`config.mk`:
```
export PLATFORM = sky130hd
export DESIGN_NAME = asram_ctl
export DESIGN_NICKNAME = d
export VERILOG_FILES = /design/src/rtl/asram_pkg.sv /design/src/rtl/asram_seq.sv /design/src/rtl/asram_pins.sv /design/src/rtl/asram_wstrobe.sv /design/src/rtl/asram_rdcap.sv /design/src/rtl/asram_ctl.sv
export SDC_FILE = /design/constraint.sdc
export NUM_CORES = 1
export LEC_CHECK = 0
export BUFFER_PORTS_ARGS = -buffer_cell sky130_fd_sc_hd__buf_2
export CAP_MARGIN = 20
export CELL_PAD_IN_SITES_DETAIL_PLACEMENT = 1
export CELL_PAD_IN_SITES_GLOBAL_PLACEMENT = 1
export CORE_ASPECT_RATIO = 0.8
export CORE_UTILIZATION = 33
export CTS_CLUSTER_DIAMETER = 200
export DETAILED_ROUTE_END_ITERATION = 12
export HOLD_SLACK_MARGIN = 0.12
export PLACE_DENSITY = 0.81
export SYNTH_ARGS = -nofsm -noshare
export SYNTH_HDL_FRONTEND = slang
export SYNTH_HIERARCHICAL = 1
export SYNTH_SLANG_ARGS = --single-unit
```
`constraint.sdc`:
```
create_clock -name clk -period 2 [get_ports clk]
set_clock_uncertainty 0.05 [all_clocks]
set_input_delay 0.4 -clock clk [delete_from_list [all_inputs] [get_ports clk]]
set_output_delay 0.4 -clock clk [all_outputs]
set_load 0.1 [all_outputs]
```
`src/rtl/asram_pkg.sv`:
```
package asram_pkg;

   typedef enum logic [1:0] {
      OP_NONE  = 2'd0,
      OP_READ  = 2'd1,
      OP_WRITE = 2'd2
   } op_e;

   function automatic int larger_of(input int a, input int b);
      return (a > b) ? a : b;
   endfunction

   function automatic int count_width(input int top_value);
      return (top_value > 1) ? $clog2(top_value) : 1;
   endfunction

endpackage

```
`src/rtl/asram_seq.sv`:
```
module asram_seq
   import asram_pkg::*;
#(
   parameter int RD_CYCLES = 3,
   parameter int WR_CYCLES = 2,
   parameter int CNT_W     = 2
) (
   input  logic             clk,
   input  logic             rst_n,
   input  logic             req_rd,
   input  logic             req_wr,
   output op_e              take,
   output logic             busy,
   output logic             cur_wr,
   output logic [CNT_W-1:0] cnt,
   output logic             ending,
   output logic             rd_done,
   output logic             bus_wait
);

   localparam logic [CNT_W-1:0] RD_LOAD = CNT_W'(RD_CYCLES - 1);
   localparam logic [CNT_W-1:0] WR_LOAD = CNT_W'(WR_CYCLES - 1);

   logic wr_ok;
   logic rd_ok;

   always_comb begin
      ending  = busy && (cnt == '0);
      rd_done = ending && !cur_wr;
      wr_ok   = !busy || ending;
      rd_ok   = !busy || (ending && !cur_wr);
      take    = OP_NONE;
      if (req_wr && wr_ok)
         take = OP_WRITE;
      else if (req_rd && !req_wr && rd_ok)
         take = OP_READ;
      bus_wait = (req_rd || req_wr) && (take == OP_NONE);
   end

   always_ff @(posedge clk or negedge rst_n) begin
      if (!rst_n) begin
         busy   <= 1'b0;
         cur_wr <= 1'b0;
         cnt    <= '0;
      end else if (take != OP_NONE) begin
         busy   <= 1'b1;
         cur_wr <= (take == OP_WRITE);
         cnt    <= (take == OP_WRITE) ? WR_LOAD : RD_LOAD;
      end else if (ending) begin
         busy   <= 1'b0;
      end else if (busy) begin
         cnt    <= cnt - 1'b1;
      end
   end

endmodule

```
`src/rtl/asram_pins.sv`:
```
module asram_pins
   import asram_pkg::*;
#(
   parameter int ADDR_W = 16,
   parameter int DATA_W = 16
) (
   input  logic              clk,
   input  logic              rst_n,
   input  op_e               take,
   input  logic              ending,
   input  logic [ADDR_W-1:0] bus_addr,
   input  logic [DATA_W-1:0] bus_wdata,
   output logic [ADDR_W-1:0] mem_addr,
   output logic              mem_ce_n,
   output logic              mem_oe_n,
   output logic [DATA_W-1:0] mem_dq_out,
   output logic              mem_dq_oe
);

   always_ff @(posedge clk or negedge rst_n) begin
      if (!rst_n) begin
         mem_addr   <= '0;
         mem_ce_n   <= 1'b1;
         mem_oe_n   <= 1'b1;
         mem_dq_out <= '0;
         mem_dq_oe  <= 1'b0;
      end else if (take == OP_WRITE) begin
         mem_addr   <= bus_addr;
         mem_ce_n   <= 1'b0;
         mem_oe_n   <= 1'b1;
         mem_dq_out <= bus_wdata;
         mem_dq_oe  <= 1'b1;
      end else if (take == OP_READ) begin
         mem_addr   <= bus_addr;
         mem_ce_n   <= 1'b0;
         mem_oe_n   <= 1'b0;
         mem_dq_oe  <= 1'b0;
      end else if (ending) begin
         mem_ce_n   <= 1'b1;
         mem_oe_n   <= 1'b1;
         mem_dq_oe  <= 1'b0;
      end
   end

endmodule

```
`src/rtl/asram_wstrobe.sv`:
```
module asram_wstrobe #(
   parameter int CNT_W    = 2,
   parameter bit NEG_EDGE = 1'b1
) (
   input  logic             clk,
   input  logic             rst_n,
   input  logic             busy,
   input  logic             cur_wr,
   input  logic [CNT_W-1:0] cnt,
   output logic             we_n
);

   generate
      if (NEG_EDGE) begin : g_fall
         // sampled mid-cycle: low from the first write cycle to the last
         always_ff @(negedge clk or negedge rst_n) begin
            if (!rst_n)
               we_n <= 1'b1;
            else
               we_n <= !(busy && cur_wr && (cnt != '0));
         end
      end else begin : g_rise
         // whole-cycle strobe, one cycle of margin at each end
         always_ff @(posedge clk or negedge rst_n) begin
            if (!rst_n)
               we_n <= 1'b1;
            else
               we_n <= !(busy && cur_wr && (cnt > CNT_W'(1)));
         end
      end
   endgenerate

endmodule

```
`src/rtl/asram_rdcap.sv`:
```
module asram_rdcap #(
   parameter int DATA_W = 16
) (
   input  logic              clk,
   input  logic              rst_n,
   input  logic              rd_done,
   input  logic [DATA_W-1:0] dq_in,
   output logic [DATA_W-1:0] rdata,
   output logic              rvalid
);

   always_ff @(posedge clk or negedge rst_n) begin
      if (!rst_n) begin
         rdata  <= '0;
         rvalid <= 1'b0;
      end else begin
         rvalid <= rd_done;
         if (rd_done)
            rdata <= dq_in;
      end
   end

endmodule

```
`src/rtl/asram_ctl.sv`:
```
module asram_ctl
   import asram_pkg::*;
#(
   parameter int ADDR_W      = 16,
   parameter int DATA_W      = 16,
   parameter int RD_CYCLES   = 3,
   parameter int WR_CYCLES   = 2,
   parameter bit WE_NEG_EDGE = 1'b1
) (
   input  logic              clk,
   input  logic              rst_n,
   input  logic [ADDR_W-1:0] bus_addr,
   input  logic              bus_rd,
   input  logic              bus_wr,
   input  logic [DATA_W-1:0] bus_wdata,
   output logic              bus_wait,
   output logic [DATA_W-1:0] bus_rdata,
   output logic              bus_rvalid,
   output logic [ADDR_W-1:0] mem_addr,
   output logic              mem_ce_n,
   output logic              mem_oe_n,
   output logic              mem_we_n,
   output logic [DATA_W-1:0] mem_dq_out,
   output logic              mem_dq_oe,
   input  logic [DATA_W-1:0] mem_dq_in
);

   localparam int MAX_CYC = larger_of(RD_CYCLES, WR_CYCLES);
   localparam int CNT_W   = count_width(MAX_CYC);
   localparam int MIN_WR  = WE_NEG_EDGE ? 2 : 3;

   generate
      if (ADDR_W < 1 || DATA_W < 1) begin : g_bad_width
         $error("asram_ctl: widths must be positive");
      end
      if (RD_CYCLES < 1) begin : g_bad_rd
         $error("asram_ctl: RD_CYCLES must be at least 1");
      end
      if (WR_CYCLES < MIN_WR) begin : g_bad_wr
         $error("asram_ctl: WR_CYCLES too short for the chosen strobe variant");
      end
   endgenerate

   op_e              take;
   logic             busy;
   logic             cur_wr;
   logic [CNT_W-1:0] cnt;
   logic             ending;
   logic             rd_done;

   asram_seq #(
      .RD_CYCLES (RD_CYCLES),
      .WR_CYCLES (WR_CYCLES),
      .CNT_W     (CNT_W)
   ) u_seq (
      .clk      (clk),
      .rst_n    (rst_n),
      .req_rd   (bus_rd),
      .req_wr   (bus_wr),
      .take     (take),
      .busy     (busy),
      .cur_wr   (cur_wr),
      .cnt      (cnt),
      .ending   (ending),
      .rd_done  (rd_done),
      .bus_wait (bus_wait)
   );

   asram_pins #(
      .ADDR_W (ADDR_W),
      .DATA_W (DATA_W)
   ) u_pins (
      .clk        (clk),
      .rst_n      (rst_n),
      .take       (take),
      .ending     (ending),
      .bus_addr   (bus_addr),
      .bus_wdata  (bus_wdata),
      .mem_addr   (mem_addr),
      .mem_ce_n   (mem_ce_n),
      .mem_oe_n   (mem_oe_n),
      .mem_dq_out (mem_dq_out),
      .mem_dq_oe  (mem_dq_oe)
   );

   asram_wstrobe #(
      .CNT_W    (CNT_W),
      .NEG_EDGE (WE_NEG_EDGE)
   ) u_wstrobe (
      .clk    (clk),
      .rst_n  (rst_n),
      .busy   (busy),
      .cur_wr (cur_wr),
      .cnt    (cnt),
      .we_n   (mem_we_n)
   );

   asram_rdcap #(
      .DATA_W (DATA_W)
   ) u_rdcap (
      .clk     (clk),
      .rst_n   (rst_n),
      .rd_done (rd_done),
      .dq_in   (mem_dq_in),
      .rdata   (bus_rdata),
      .rvalid  (bus_rvalid)
   );

endmodule

```
==> out/metrics.csv, run 1 <==
stage;metric;value;unit
outcome;status;complete, but fails checks;
outcome;failing checks;DRC, setup timing;
logic_synthesis;Cells after Synth;146;
logic_synthesis;area fraction of the dominant cell type after synthesis;0.559;
floorplan;Starting Density;0.346;
sta;Slew Viols, Final;0;
finish;# nets final;329;
floorplan;# rows;27;
run;Max-cap violations;0;
place;IO buf count;105;
place;GPL Wtd Cong;0.714;
sta;Setup WS post-layout;-0.584;ns
logic_synthesis;mapped cell area;2420;µm²
worst_setup_path;Crit Reg-Reg Endpoint;u_pins/mem_addr[10]$_DFFE_PN0P_;
finish;ANT cells;0;
worst_setup_path;Crit path buffers/inverters;1;
global_route;largest net degree at the start of global routing;57;
detailed_routing;DR vias/cell;4.43;
cts;clk sink count;57;
worst_setup_path;R2R depth;8;
logic_synthesis;Synth Area per Inst;16.6;µm²
finish;share of layout cells above drive strength 1;0.732;
global_route;initial antenna violation count;0;
global_route;vias in the first global route;1784;
global_route;grt ovf;0;
sta;final count of hold timing violations;0;
worst_setup_path;worst path arrival time;2.13;ns
logic_synthesis;YS warnings;6;
worst_setup_path;crit start category;register;
logic_synthesis;Simple-Gate Fraction of Synth Area;0.0347;
worst_setup_path;CP max-delay cell;dfstp_4;
worst_setup_path;cells along the critical path;buf_12;
logic_synthesis;complex-gate fraction of the synthesized area;0.0212;
floorplan;DIE HEIGHT;78.6;µm
cts;clk buf depth;2;
worst_setup_path;Crit Path Category;register to output pin;
logic_synthesis;Cell variety after synth;23;
cts;CTS tree;built;
sta;RSZ-0062 raised after global routing;yes;
logic_synthesis;Syn Nets;203;
logic_synthesis;Commonest cells post-synth;54 x dfrtp_1, 29 x mux2_4, 20 x mux2_2, 7 x inv_1;
logic_synthesis;most common cell in the netlist;dfrtp_1;
finish;Filler cells;738;
detailed_routing;via count;1609;
cts;CTS Root Cell;clkbuf_8;
worst_setup_path;Worst Path Required;1.55;ns
logic_synthesis;largest family of logic cells by synthesized area;multiplexers;
global_route;first-pass GRT wire length;9030;µm
logic_synthesis;Yosys reg bits;57;
worst_setup_path;slowest stage delay, CP;0.61;ns
logic_synthesis;multiplexer share of the synthesized area;0.277;
min_path;worst hold path type;input port to async pin;
finish;Layout Utilization;0.499;
logic_synthesis;Post-synth ARST share;1.00;
logic_synthesis;XOR/XNOR Fraction of Synth Area;0;
detailed_routing;Iter 0 DRT Violations;48;
logic_synthesis;Post-synth EDFFs;0;
worst_setup_path;Worst Path Max Fanout;1;
floorplan;DIE AREA;7680;µm²
cts;clock-pin transition on the worst setup and hold timing paths;0.06;ns
cts;CTS Buf Count;9;
sta;max_slew headroom;0.514;
floorplan;Top-Level Pins;106;
logic_synthesis;dominant cell type by area after synthesis;dfrtp_1;
logic_synthesis;Primary FF master, synth;dfrtp_1;
detailed_routing;Remaining DRCs;16;
floorplan;Core ar.;6990;µm²
sta;Setup Viol. Count Final;3;
worst_setup_path;CP delay by family, top;flip-flops;
finish;Area growth syn-to-layout;44.3;%
worst_setup_path;R2R setup slack;0;ns
worst_setup_path;Worst setup EP type;output pin;
sta;Slew @ Worst Pin;0.729;ns
worst_setup_path;Worst R2R Start;u_seq/cnt[1]$_DFFE_PN0P_;
logic_synthesis;adder-cell share of the synthesized area;0.0259;
global_route;Total GRT Usage;0.152;
detailed_routing;Final ANT Viol Nets;0;
detailed_routing;DR pass1 iterations;8;
cts;Worst-Skew Late Latency;0.31;ns
cts;# H-tree levels;3;
place;Detailed Place HPWL;3770;µm
logic_synthesis;part of the Yosys area used for sequential elements;0.591;
floorplan;Die Width;97.7;µm
detailed_routing;routed len/inst;15.6;µm
detailed_routing;Total Wirelength;5680;µm
logic_synthesis;Synth area leaders;dfrtp_1 56%, mux2_4 18%, mux2_2 9.3%;
through the flow:
step	setup WS [ns]	instances	TNS, ns	cell area [µm²]	hold WS, ns
after floorplan	-0.210	146	-0.425	2460	0.0544
after global placement	-0.216	338	-0.216	3090	0.409
after detailed placement	-0.221	338	-0.221	3090	0.425
after CTS	-0.602	357	-1.21	3340	0.233
after global routing	-0.625	363	-1.97	3490	0.232
final	-0.584	363	-0.623	3490	0.212
worst max-delay path by stage:
stage | end | from | slack, ns | cells after the start
final | mem_we_n | u_wstrobe/we_n$_DFF_NN1_ | -0.58 | 1
after global routing | mem_we_n | u_wstrobe/we_n$_DFF_NN1_ | -0.63 | 1
after CTS | mem_we_n | u_wstrobe/we_n$_DFF_NN1_ | -0.60 | 1
after detailed placement | mem_we_n | u_wstrobe/we_n$_DFF_NN1_ | -0.22 | 1
after global placement | mem_we_n | u_wstrobe/we_n$_DFF_NN1_ | -0.22 | 1
after floorplan | mem_we_n | u_wstrobe/we_n$_DFF_NN1_ | -0.21 | 0
flip-flops by register name, summed over array words and instances, names as in the netlist:
name / cells
u_pins/mem_oe_n: 1
u_seq/cnt: 2
u_seq/busy: 1
u_rdcap/rvalid: 1
u_seq/cur_wr: 1
u_pins/mem_dq_out: 16
u_pins/mem_ce_n: 1
u_pins/mem_dq_oe: 1
u_pins/mem_addr: 16
u_rdcap/rdata: 16
u_wstrobe/we_n: 1
final cells by class:
class,instances,area [µm²],area share
Sequential cell,57,1430,0.411
Inverter,6,22.5,0.00645
Clock buffer,11,151,0.0434
Multi-Input combinational cell,76,978,0.280
Clock inverter,5,22.5,0.00645
Tap cell,87,109,0.0312
Timing Repair Buffer,121,772,0.221
per-layer routing:
metal / track usage / vias up / routed length, µm
met5: 0 / - / 0
met4: 0.0364 / 0 / 27
met3: 0.0508 / 3 / 340
met2: 0.251 / 63 / 2690
met1: 0.193 / 792 / 2620
li1: - / 751 / -
cell usage in the layout (no fill, tap or decap), drive strengths merged:
master	count
a211oi	1
a21o	1
a21oi	2
a311o	1
and2	1
and2b	1
buf	119
clkbuf	13
clkinv	4
dfrtp	54
dfstp	3
ha	5
inv	7
mux2	49
mux2i	1
nand2b	3
nor2	5
nor2b	1
nor3	3
o211ai	1
or3	1
logic make-up after synthesis:
group,Yosys count
adders and majority gates,5
buffers and inverters,13
and+or+nand+nor,15
muxes,50
DFF,57
AOI/OAI and AO/OA,6
timing repair:
item                       CTS  global route
setup endpoints to repair    3            36
hold buffers                 0             0
gates resized for setup     12            12
pin swaps                    5             5
gates cloned                 0             2
buffers inserted             4             4
Power of run 1 is left out: the tool's default activity adds up to more than one toggle a clock period on the data nets, which glitch-free logic cannot reach.
==> run 2: changes to the inputs <==
--- a/config.mk
+++ b/config.mk
@@ -14,6 +14,7 @@
 export CTS_CLUSTER_DIAMETER = 200
 export DETAILED_ROUTE_END_ITERATION = 12
 export HOLD_SLACK_MARGIN = 0.12
+export MAX_ROUTING_LAYER = met4
 export PLACE_DENSITY = 0.81
 export SYNTH_ARGS = -nofsm -noshare
 export SYNTH_HDL_FRONTEND = slang
==> run 2 against run 1 <==
Effect of this change:
- the flow still finishes with violations (DRC, setup timing)
- register-to-register slack is essentially flat
- worst setup slack about the same
- cell count did not move
- via count grew 0.87%
- sequential share of layout area stayed put
- count of clock-buffer cells in the layout stayed put
- hold slack better by 0.0032 ns
- die area stayed put
- core utilization stayed put
- cell area did not move
- non-clock buffer count stayed put
- global-route usage grew 0.42 points
- critical endpoint unchanged
==> out/metrics.csv, run 2 (synthesized netlist as in run 1, its figures left out) <==
stage;metric;value;unit
global_route;initial antenna violation count;0;
detailed_routing;Iter 0 DRT Violations;45;
cts;CTS tree;built;
finish;share of layout cells above drive strength 1;0.732;
floorplan;Top-Level Pins;106;
cts;clk buf depth;2;
global_route;first-pass GRT wire length;9000;µm
floorplan;DIE HEIGHT;78.6;µm
floorplan;Core ar.;6990;µm²
sta;final count of hold timing violations;0;
detailed_routing;DR pass1 iterations;8;
finish;Area growth syn-to-layout;44.3;%
finish;# nets final;329;
finish;Filler cells;738;
detailed_routing;Final ANT Viol Nets;0;
worst_setup_path;Worst setup EP type;output pin;
sta;max_slew headroom;0.509;
detailed_routing;DR vias/cell;4.47;
sta;RSZ-0062 raised after global routing;yes;
run;Max-cap violations;0;
outcome;failing checks;DRC, setup timing;
worst_setup_path;Critical Path Source;u_wstrobe/we_n$_DFF_NN1_;
worst_setup_path;Worst Path Required;1.55;ns
worst_setup_path;Crit path buffers/inverters;1;
place;Detailed Place HPWL;3770;µm
detailed_routing;Remaining DRCs;16;
sta;final hold slack;0.215;ns
worst_setup_path;CP delay by family, top;flip-flops;
place;IO buf count;105;
detailed_routing;via count;1623;
sta;Setup Viol. Count Final;3;
floorplan;DIE AREA;7680;µm²
min_path;worst hold path type;input port to async pin;
cts;clk sink count;57;
finish;leading cell types in the layout, fill and taps excluded;103 x buf_2, 54 x dfrtp_1, 41 x mux2_4, 11 x clkbuf_8, 8 x mux2_2;
global_route;grt ovf;0;
worst_setup_path;Worst R2R Start;u_seq/cnt[1]$_DFFE_PN0P_;
detailed_routing;Total Wirelength;5680;µm
worst_setup_path;cells along the critical path;buf_12;
outcome;status;complete, but fails checks;
sta;Slew @ Worst Pin;0.737;ns
place;GPL Wtd Cong;0.722;
worst_setup_path;Crit Path Category;register to output pin;
finish;most common cell after layout, fill and taps aside;buf_2;
worst_setup_path;Worst Path Max Fanout;1;
cts;CTS Root Cell;clkbuf_8;
place;worst slack, placed;-0.221;ns
cts;Worst-Skew Late Latency;0.31;ns
finish;Largest regs;u_pins/mem_addr x16, u_pins/mem_dq_out x16, u_rdcap/rdata x16;
floorplan;# rows;27;
cts;CTS Buf Count;9;
detailed_routing;routed len/inst;15.7;µm
global_route;largest net degree at the start of global routing;57;
floorplan;Die Width;97.7;µm
cts;clock-pin transition on the worst setup and hold timing paths;0.06;ns
worst_setup_path;slowest stage delay, CP;0.61;ns
sta;Setup WS post-layout;-0.584;ns
finish;ANT cells;0;
sta;Slew Viols, Final;0;
worst_setup_path;worst path arrival time;2.13;ns
worst_setup_path;crit start category;register;
worst_setup_path;CP max-delay cell;dfstp_4;
global_route;Total GRT Usage;0.156;
global_route;vias in the first global route;1782;
cts;# H-tree levels;3;
floorplan;Starting Density;0.346;
[run 2: cell counts in the layout (fill, tap and decap cells not counted)]
Identical to the previous run, type by type.
[run 2: through the flow]
stage	util	setup TNS, ns	area [µm²]	std cells
after CTS	0.477	-1.21	3340	357
after detailed placement	0.442	-0.221	3090	338
after global routing	0.499	-1.97	3490	363
after global placement	0.442	-0.216	3090	338
final	0.499	-0.625	3490	363
after floorplan	-	-0.425	2460	146
[run 2: layer usage]
layer | GRT usage | share of wire
met5 | - | 0
met4 | 0.0364 | 0.0048
met3 | 0.0499 | 0.059
met2 | 0.251 | 0.47
met1 | 0.193 | 0.47
[run 2: cell type report]
cell class                 count  area [µm²]  area share
inverter                       6        22.5     0.00645
sequential                    57        1430       0.411
tap                           87         109      0.0312
multi-input combinational     76         978       0.280
clock buffer                  11         151      0.0434
clock inverter                 5        22.5     0.00645
timing repair buffer         121         772       0.221
[run 2: worst paths after layout]
kind | end | cells after the start | slack, ns
max | mem_we_n | 1 | -0.58
min | u_rdcap/rdata[13]$_DFFE_PN0P_ | 2 | 0.21
max reg2reg | u_pins/mem_addr[10]$_DFFE_PN0P_ | 8 | -0.01
min reg2reg | u_pins/mem_oe_n$_DFFE_PN1P_ | 2 | 0.43
min in group clk | u_pins/mem_addr[3]$_DFFE_PN0P_ | 2 | 0.26
max in group asynchronous | u_wstrobe/we_n$_DFF_NN1_ | 1 | 0.94
[run 2: timing repair]
item / in CTS / in global routing
buffers inserted: 4 / 4
pin swaps: 5 / 5
endpoints found under the setup margin: 3 / 36
hold buffers: 0 / 0
gates resized for setup: 12 / 12
gates cloned: 0 / 2
Power of run 2 is left out for the same reason.
